==> src/rtl/bist_chk_pkg.sv <==
package bist_chk_pkg;
  typedef enum logic [1:0] {
    ST_HUNT  = 2'd0,
    ST_ARMED = 2'd1,
    ST_RUN   = 2'd2,
    ST_DONE  = 2'd3
  } seq_state_t;

  typedef enum logic [1:0] {
    WK_DATA    = 2'd0,
    WK_IDLE    = 2'd1,
    WK_BADCTRL = 2'd2,
    WK_RXERR   = 2'd3
  } word_kind_t;
endpackage

==> src/rtl/bist_seq_tracker.sv <==
module bist_seq_tracker
  import bist_chk_pkg::*;
#(
  parameter int unsigned DATA_W = 8
) (
  input  logic              clk,
  input  logic              rst_n,
  input  logic              en_i,
  input  word_kind_t        kind_i,
  input  logic [DATA_W-1:0] byte_i,
  output logic              ev_pass_o,
  output logic              ev_fail_o
);
  localparam logic [DATA_W-1:0] FIRST_VAL = '0;

  function automatic logic [DATA_W-1:0] step_value(input logic [DATA_W-1:0] v);
    return v + 1'b1;
  endfunction

  function automatic logic is_last(input logic [DATA_W-1:0] v);
    return &v;
  endfunction

  seq_state_t        st_q, st_d;
  logic [DATA_W-1:0] exp_q, exp_d;

  always_comb begin
    st_d      = st_q;
    exp_d     = exp_q;
    ev_pass_o = 1'b0;
    ev_fail_o = 1'b0;
    if (!en_i) begin
      st_d  = ST_HUNT;
      exp_d = FIRST_VAL;
    end else begin
      unique case (kind_i)
        WK_RXERR, WK_BADCTRL: begin
          ev_fail_o = 1'b1;
          st_d      = ST_HUNT;
        end
        WK_IDLE: begin
          if (st_q == ST_RUN) begin
            ev_fail_o = 1'b1;
            st_d      = ST_HUNT;
          end else begin
            st_d  = ST_ARMED;
            exp_d = FIRST_VAL;
          end
        end
        default: begin
          unique case (st_q)
            ST_HUNT: st_d = ST_HUNT;
            ST_ARMED: begin
              if (byte_i == FIRST_VAL) begin
                st_d  = ST_RUN;
                exp_d = step_value(FIRST_VAL);
              end else begin
                ev_fail_o = 1'b1;
                st_d      = ST_HUNT;
              end
            end
            ST_RUN: begin
              if (byte_i != exp_q) begin
                ev_fail_o = 1'b1;
                st_d      = ST_HUNT;
              end else if (is_last(exp_q)) begin
                ev_pass_o = 1'b1;
                st_d      = ST_DONE;
              end else begin
                exp_d = step_value(exp_q);
              end
            end
            default: begin
              ev_fail_o = 1'b1;
              st_d      = ST_HUNT;
            end
          endcase
        end
      endcase
    end
  end

  always_ff @(posedge clk or negedge rst_n) begin
    if (!rst_n) begin
      st_q  <= ST_HUNT;
      exp_q <= FIRST_VAL;
    end else begin
      st_q  <= st_d;
      exp_q <= exp_d;
    end
  end
endmodule

==> config.mk <==
export PLATFORM = sky130hd
export DESIGN_NAME = bist_seq_tracker
export DESIGN_NICKNAME = d
export VERILOG_FILES = /design/src/rtl/bist_chk_pkg.sv /design/src/rtl/bist_seq_tracker.sv
export SDC_FILE = /design/constraint.sdc
export NUM_CORES = 1
export LEC_CHECK = 0
export BUFFER_PORTS_ARGS = -buffer_cell sky130_fd_sc_hd__buf_2
export CORE_ASPECT_RATIO = 0.8
export CORE_UTILIZATION = 50
export DETAILED_ROUTE_END_ITERATION = 10
export PLACE_DENSITY_LB_ADDON = 0.15
export SYNTH_ARGS = -nofsm -noshare
export SYNTH_HDL_FRONTEND = slang
export SYNTH_SLANG_ARGS = --single-unit
==> constraint.sdc <==
create_clock -name clk -period 1.92 [get_ports clk]
set_clock_uncertainty 0.2 [all_clocks]
set_input_delay 0.096 -clock clk [delete_from_list [all_inputs] [get_ports clk]]
set_output_delay 0.096 -clock clk [all_outputs]
set_load 0.01 [all_outputs]
==> results of run 1 <==
==> area by class of cell <==
type                            instances  area, sq um  area share
Sequential cell                        10        251.5      0.1780
Clock buffer                            4        36.28     0.02569
Multi-Input combinational cell         86        752.0      0.5323
Inverter                               13        48.80     0.03454
Tap cell                               22        27.53     0.01949
Timing Repair Buffer                   42        296.5      0.2099
==> metrics by stage <==
| stage | setup slack (ns) | std cells | setup TNS (ns) | hold slack, ns | power, uW |
|---|---|---|---|---|---|
| after CTS | -0.2433 | 175 | -1.159 | 0.01057 | 542.0 |
| after global placement | -0.01430 | 163 | -0.01430 | -0.2193 | 313.5 |
| after floorplan | 0.005783 | 112 | 0 | -0.3996 | 272.8 |
| after global routing | -0.3635 | 177 | -2.856 | 0.03976 | 572.0 |
| final | -0.3061 | 177 | -2.228 | 0.02512 | 551.5 |
| after detailed placement | -0.08381 | 163 | -0.3665 | -0.2215 | 315.7 |
==> cell families (layout without fill, tap and decap cells) <==
kind of cell | Yosys count | in the layout | synth area share
fa+ha+maj | 4 | 4 | 0.05256
flops | 10 | 10 | 0.2628
mux | 1 | 1 | 0.01051
xor+xnor | 8 | 8 | 0.07359
compound gates | 26 | 26 | 0.2116
buf+inv | 16 | 59 | 0.06439
simple gates | 47 | 47 | 0.3246
==> power by group through the flow <==
stage | registers (uW) | logic, uW | clock network (uW)
final | 215 | 131 | 205
after global routing | 215 | 138 | 219
after CTS | 215 | 119 | 208
after detailed placement | 219 | 96.8 | 0
after global placement | 219 | 94.7 | 0
after floorplan | 219 | 54.0 | 0
==> repair_timing <==
item	4_1_cts	5_1_grt
resized for setup	19	10
buffers inserted	6	3
pin swaps	8	8
endpoints found under the setup margin	10	12
hold buffers	2	0
hold endpoints to repair	11	0
==> placed cells by master (no fill, tap or decap), types with 3 or more instances in the layout <==
cell,instances
dfrtp_1,9
a221oi_2,4
nand2_1,6
clkbuf_4,3
nor2_1,7
and4_1,3
nand3_1,5
a31oi_1,4
o21ai_1,5
xor2_1,6
buf_6,3
ha_1,3
buf_4,23
buf_2,14
inv_1,12
a21oi_1,3
nand4_1,5
==> metal layers <==
layer  routed length [um]  share of wire  vias to the layer above
li1                     -              -                      501
met5                    0              0                        -
met4                   65          0.019                        0
met2                 1577           0.46                       70
met3                  295          0.087                       11
met1                 1464           0.43                      536
==> Yosys cell counts (2+ instances only) <==
library cell  count  share of area
inv_1            13          0.051
dfrtp_1          10           0.26
xor2_1            8          0.074
nand2_1           7          0.028
nor2_1            7          0.028
a221oi_1          5          0.046
nand3_1           5          0.026
nand4_1           5          0.033
o21ai_0           5          0.026
a21oi_1           4          0.021
a31oi_1           4          0.026
and3_1            4          0.026
ha_1              4          0.053
nor3_1            4          0.021
and4_1            3          0.028
a22o_1            2          0.018
and2_1            2          0.013
clkbuf_1          2         0.0079
nor4_4            2          0.045
or4_4             2          0.024
==> worst max-delay path, stage by stage, from the launching register on <==
cell     delay, ns
dfrtp_1       0.43
xor2_1        0.20
nor4_4        0.34
buf_4         0.18
a31oi_1       0.11
o31a_1        0.25
buf_2         0.13
==> worst max path at each step <==
stage / start / to / slack [ns]
final: exp_q[4] / ev_fail_o / -0.31
after global routing: exp_q[4] / ev_fail_o / -0.36
after floorplan: exp_q[6] / exp_q[1] / 0.006
after CTS: exp_q[0] / ev_fail_o / -0.24
after detailed placement: exp_q[1] / exp_q[1] / -0.08
after global placement: exp_q[1] / exp_q[1] / -0.01
==> flip-flops by register name (all words and copies together) (netlist names) <==
register	cells
exp_q	8
st_q	2
==> results.md, run 1 <==
* Placement Rows at 13
* Status: finished with violations
* Initial antenna violation count at 0
* Cell variety after synth at 34
* Vias at 1118
* WL/cell at 19.23 um
* H-tree depth at 1
* Die H at 41.03 um
* Antenna Cells at 0
* Top FF cell, synth: dfrtp_1
* Syn_nets at 129
* Vias in the first global route at 963
* Starting DRT DRC Count at 44
* Global route overflow at 0
* # IOs at 15
* Reg2Reg Setup Slack at -0.27 ns
* Vias per cell at 6.316
* DRC violations left at 0
* Syn-to-layout area delta at 48.36%
* WP data required at 1.62 ns
* Synth Warn # at 0
* Deepest clock path buffer count at 2
* Final Setup Violations at 10
* Number of synthesized flops with an enable pin at 0
* Leakage power at 0.0006441 uW
* Pre-antenna DRT Iters at 4
* Fin crit period at 2.226 ns
* CTS root buf: clkbuf_4
* # port buffers at 14
* WS Path Type: flop to output pin
* Clk_lat worst skew at 0.28 ns
* Fin nets at 173
* Final ANT Viol Nets at 0
* Largest net degree at the start of global routing at 16
* Final worst slack at -0.3061 ns
* RD Place Congestion at 0.9449
* Failing checks: setup timing
* Worst relative slew slack at 0.6737
* Die ar. at 2084 sq um
* Die width at 50.79 um
* DPL Wire Length at 2007 um
* Fin crit share at 1.159
* Global-route wire length before repair at 4560 um
* CTS tree: done
* CTS buffer count at 3
* Avg Cell Area, Syn at 8.501 sq um
* # fillers at 98
* Hold Crit Class: primary input to asynchronous set/reset pin
* Area post-placement at 1177 sq um
* Clk network pwr share at 0.373
* Total track usage at 0.3231
* Share of layout cells above drive strength 1 at 0.4645
* Arr. time, crit path at 1.93 ns
* R2r startpoint: exp_q[4]
* CP Capture Type: output pin
* Area of the mapped netlist at 952.2 sq um
* Unrepaired setup endpoints after global routing: yes
* Worst-case reg-to-reg path depth at 7
* Power density over the cells at 390.4 nW/um^2
* P_int at 387.5 uW
* RR Endpoint: exp_q[7]
* Total wire length at 3403 um
* P_sw at 164.0 uW
* Slew Viols, Final at 0
* Starting Density at 0.5575
* Met3 usage at 0.09259
* Met2 usage at 0.5667
* FFs w/ async S/R, synth at 1.000
* Clock sinks at 10
* Final Hold Vio Count at 0
* Combinational share of power at 0.238
* CP max FO at 3
* Global route hottest layer: met2
* VDD IR max at 0.4326 mV
* Seq cells post-synth at 10
* Clk slew on worst S/H paths at 0.07 ns
* Post-Syn Instances at 112
* Fmax at 449.2 MHz
* M1 GR Usage at 0.3991
* Sw Ratio at 0.2974
* Max-Cap Viols at 0
* Reg power frac at 0.389
* Worst-Margin Slew at 0.4873 ns
* Seq/Total Area, Yosys at 0.2628
* Core area at 1708 sq um
* Fin area at 1413 sq um
* Startpoint types: flop
* Final core occ at 0.8271
Note: power is estimated with default switching activity, not from simulation.
==> inputs of run 2 (changes only) <==
Settings changed: CORE_MARGIN from default to 2, SETUP_SLACK_MARGIN from default to 0.1.
==> run 2 against run 1 <==
The run still ends with setup timing left. Global-route usage is 2.6 points lower. Design area stayed put. Hold slack worse by 0.010 ns. Via count shrank 4.8%. Count of clock-buffer cells in the layout is 1 lower. Worst setup slack improved by 0.070 ns. Critical path depth stayed put. Sequential share of layout area shrank 0.089 points. Sequential power hardly changed. Final cell count decreased by 1.7%.
==> results.md, run 2 (same netlist as run 1, synthesis figures left out) <==
* Die ar. at 2272 sq um (+9.0%)
* Arr. time, crit path at 1.86 ns (-0.07 ns)
* # port buffers at 14 (unchanged)
* Final ANT Viol Nets at 0 (unchanged)
* WP data required at 1.62 ns (about the same)
* Status: finished with violations
* Worst relative slew slack at 0.6675 (-0.006134)
* # fillers at 131 (+34%)
* Clk_lat worst skew at 0.27 ns (about the same)
* Crit-path leading delay family: flip-flops
* Placement Rows at 14 (+1)
* Starting DRT DRC Count at 46 (+4.5%)
* Max reg flops at 8 (unchanged)
* Final core occ at 0.7680 (-0.05908)
* Area post-placement at 1176 sq um (-0.11%)
* Max-Cap Viols at 0 (unchanged)
* CP Capture Type: output pin
* Fmax at 463.8 MHz (+3.3%)
* DPL Wire Length at 2186 um (+8.9%)
* Global-route wire length before repair at 4774 um (+4.7%)
* Sw Ratio at 0.3129 (+0.01554)
* VDD IR max at 0.3020 mV (-30%)
* Share of layout cells above drive strength 1 at 0.4333 (-0.03118)
* Syn-to-layout area delta at 48.36% (unchanged)
* WP buf/inv at 2 (unchanged)
* Die H at 43.03 um (+4.9%)
* Final Power at 505.8 uW (-8.3%)
* Critical-path cell list: xor2_1, nor4_4, buf_4, a31oi_1, o31a_1, buf_2
* P_sw at 158.3 uW (-3.5%)
* Hold_ws at 0.01510 ns (-0.01003 ns)
* DRC violations left at 0 (unchanged)
* Hold Crit Class: primary input to asynchronous set/reset pin
* Slowest cell on crit path: dfrtp_1
* Final worst slack at -0.2360 ns (+0.07011 ns)
* Combinational share of power at 0.268 (+0.030)
* Power density over the cells at 358.1 nW/um^2 (-8.3%)
* Failing checks: setup timing
* Core area at 1839 sq um (+7.7%)
* Antenna Cells at 0 (unchanged)
* H-tree depth at 1 (unchanged)
* Fin nets at 169 (-2.3%)
* Total track usage at 0.2969 (-0.02614)
* Fin crit period at 2.156 ns (-0.07011 ns)
* Fin crit share at 1.123 (-0.03652)
* CTS buffer count at 3 (unchanged)
* P_int at 347.5 uW (-10%)
* Vias in the first global route at 1017 (+5.6%)
* CP max FO at 3 (unchanged)
* Worst-Margin Slew at 0.4974 ns (+0.01008 ns)
* RD Place Congestion at 0.9304 (-1.5%)
* Clk network pwr share at 0.307 (-0.066)
* Initial antenna violation count at 0 (unchanged)
* Deepest clock path buffer count at 2 (unchanged)
* Largest net degree at the start of global routing at 16 (unchanged)
* Total wire length at 3177 um (-6.6%)
* Final Hold Vio Count at 0 (unchanged)
* Vias at 1064 (-4.8%)
* Startpoint types: flop
* Non-filler cells, final at 174 (-1.7%)
* Final Setup Violations at 10 (unchanged)
* Fin area at 1413 sq um (unchanged)
* Clock sinks at 10 (unchanged)
* Reg with most FFs: exp_q
* Die width at 52.79 um (+3.9%)
* Global route overflow at 0 (unchanged)
* Commonest non-fill, non-tap cells in the layout: 19 x buf_4, 14 x buf_2, 13 x inv_1, 10 x dfrtp_1, 8 x xor2_1
* Reg power frac at 0.425 (+0.036)
* # IOs at 15 (unchanged)
* WL/cell at 18.26 um (-5.0%)
* Leakage power at 0.0006509 uW (+1.1%)
* CTS root buf: clkbuf_4
* Commonest non-fill, non-tap cell in the layout: buf_4
* Vias per cell at 6.115 (-3.2%)
* Unrepaired setup endpoints after global routing: yes
* Placed cell count at 163 (unchanged)
* Pre-antenna DRT Iters at 4 (unchanged)
* Slew Viols, Final at 0 (unchanged)
* CP max stage delay at 0.39 ns (-0.04 ns)
* Top Registers: exp_q: 8 flops, st_q: 2 flops
* Clk slew on worst S/H paths at 0.08 ns (about the same)
* WS Path Type: flop to output pin
* Starting Density at 0.5177 (-0.03982)
* CTS tree: done
## run 2: path summary, 6_finish.rpt
kind / cells after the start / startpoint / slack, ns / to
setup / recovery: 6 / exp_q[7] / -0.24 / ev_fail_o
hold / removal: 2 / rst_n / 0.02 / exp_q[1]
setup reg to reg: 7 / exp_q[7] / -0.17 / exp_q[4]
hold reg to reg: 2 / st_q[1] / 0.40 / st_q[1]
max in group asynchronous: 2 / rst_n / 1.30 / exp_q[7]
min in group clk: 4 / kind_i[1] / 0.02 / st_q[1]
## run 2: repair_timing
item,in CTS,in global routing
setup endpoints to repair,12,12
setup buffers,5,1
endpoints found under the hold margin,11,0
hold buffers,2,0
gates resized for setup,18,11
pin swaps,6,3
## run 2: routing by layer
| metal | GRT usage | part of all wire |
|---|---|---|
| met5 | 0 | 0 |
| met4 | 0.09744 | 0.015 |
| met2 | 0.4725 | 0.48 |
| met3 | 0.05282 | 0.085 |
| met1 | 0.4053 | 0.42 |
## run 2: cell type report
cell class                      count  area, sq um  share of cell area
Inverter                           13        48.80             0.03454
Tap cell                           24        30.03             0.02126
Multi-Input combinational cell     86        785.8              0.5562
Clock buffer                        3        22.52             0.01594
Timing Repair Buffer               38        275.3              0.1949
Sequential cell                    10        250.2              0.1771
## run 2: metrics by stage
stage	setup slack, ns	TNS, ns
final	-0.2360	-1.400
after global routing	-0.3243	-2.155
after CTS	-0.1819	-0.9357
after detailed placement	-0.06871	-0.1999
after global placement	-0.02446	-0.03860
after floorplan	0.04563	0
## run 2: power groups by stage
| stage | clock network, uW | registers (uW) | logic, uW |
|---|---|---|---|
| floorplan | 0 | 219 | 54.5 |
| global placement | 0 | 219 | 94.3 |
| detailed placement | 0 | 219 | 98.1 |
| CTS | 157 | 215 | 117 |
| global route | 167 | 215 | 146 |
| finish | 155 | 215 | 136 |
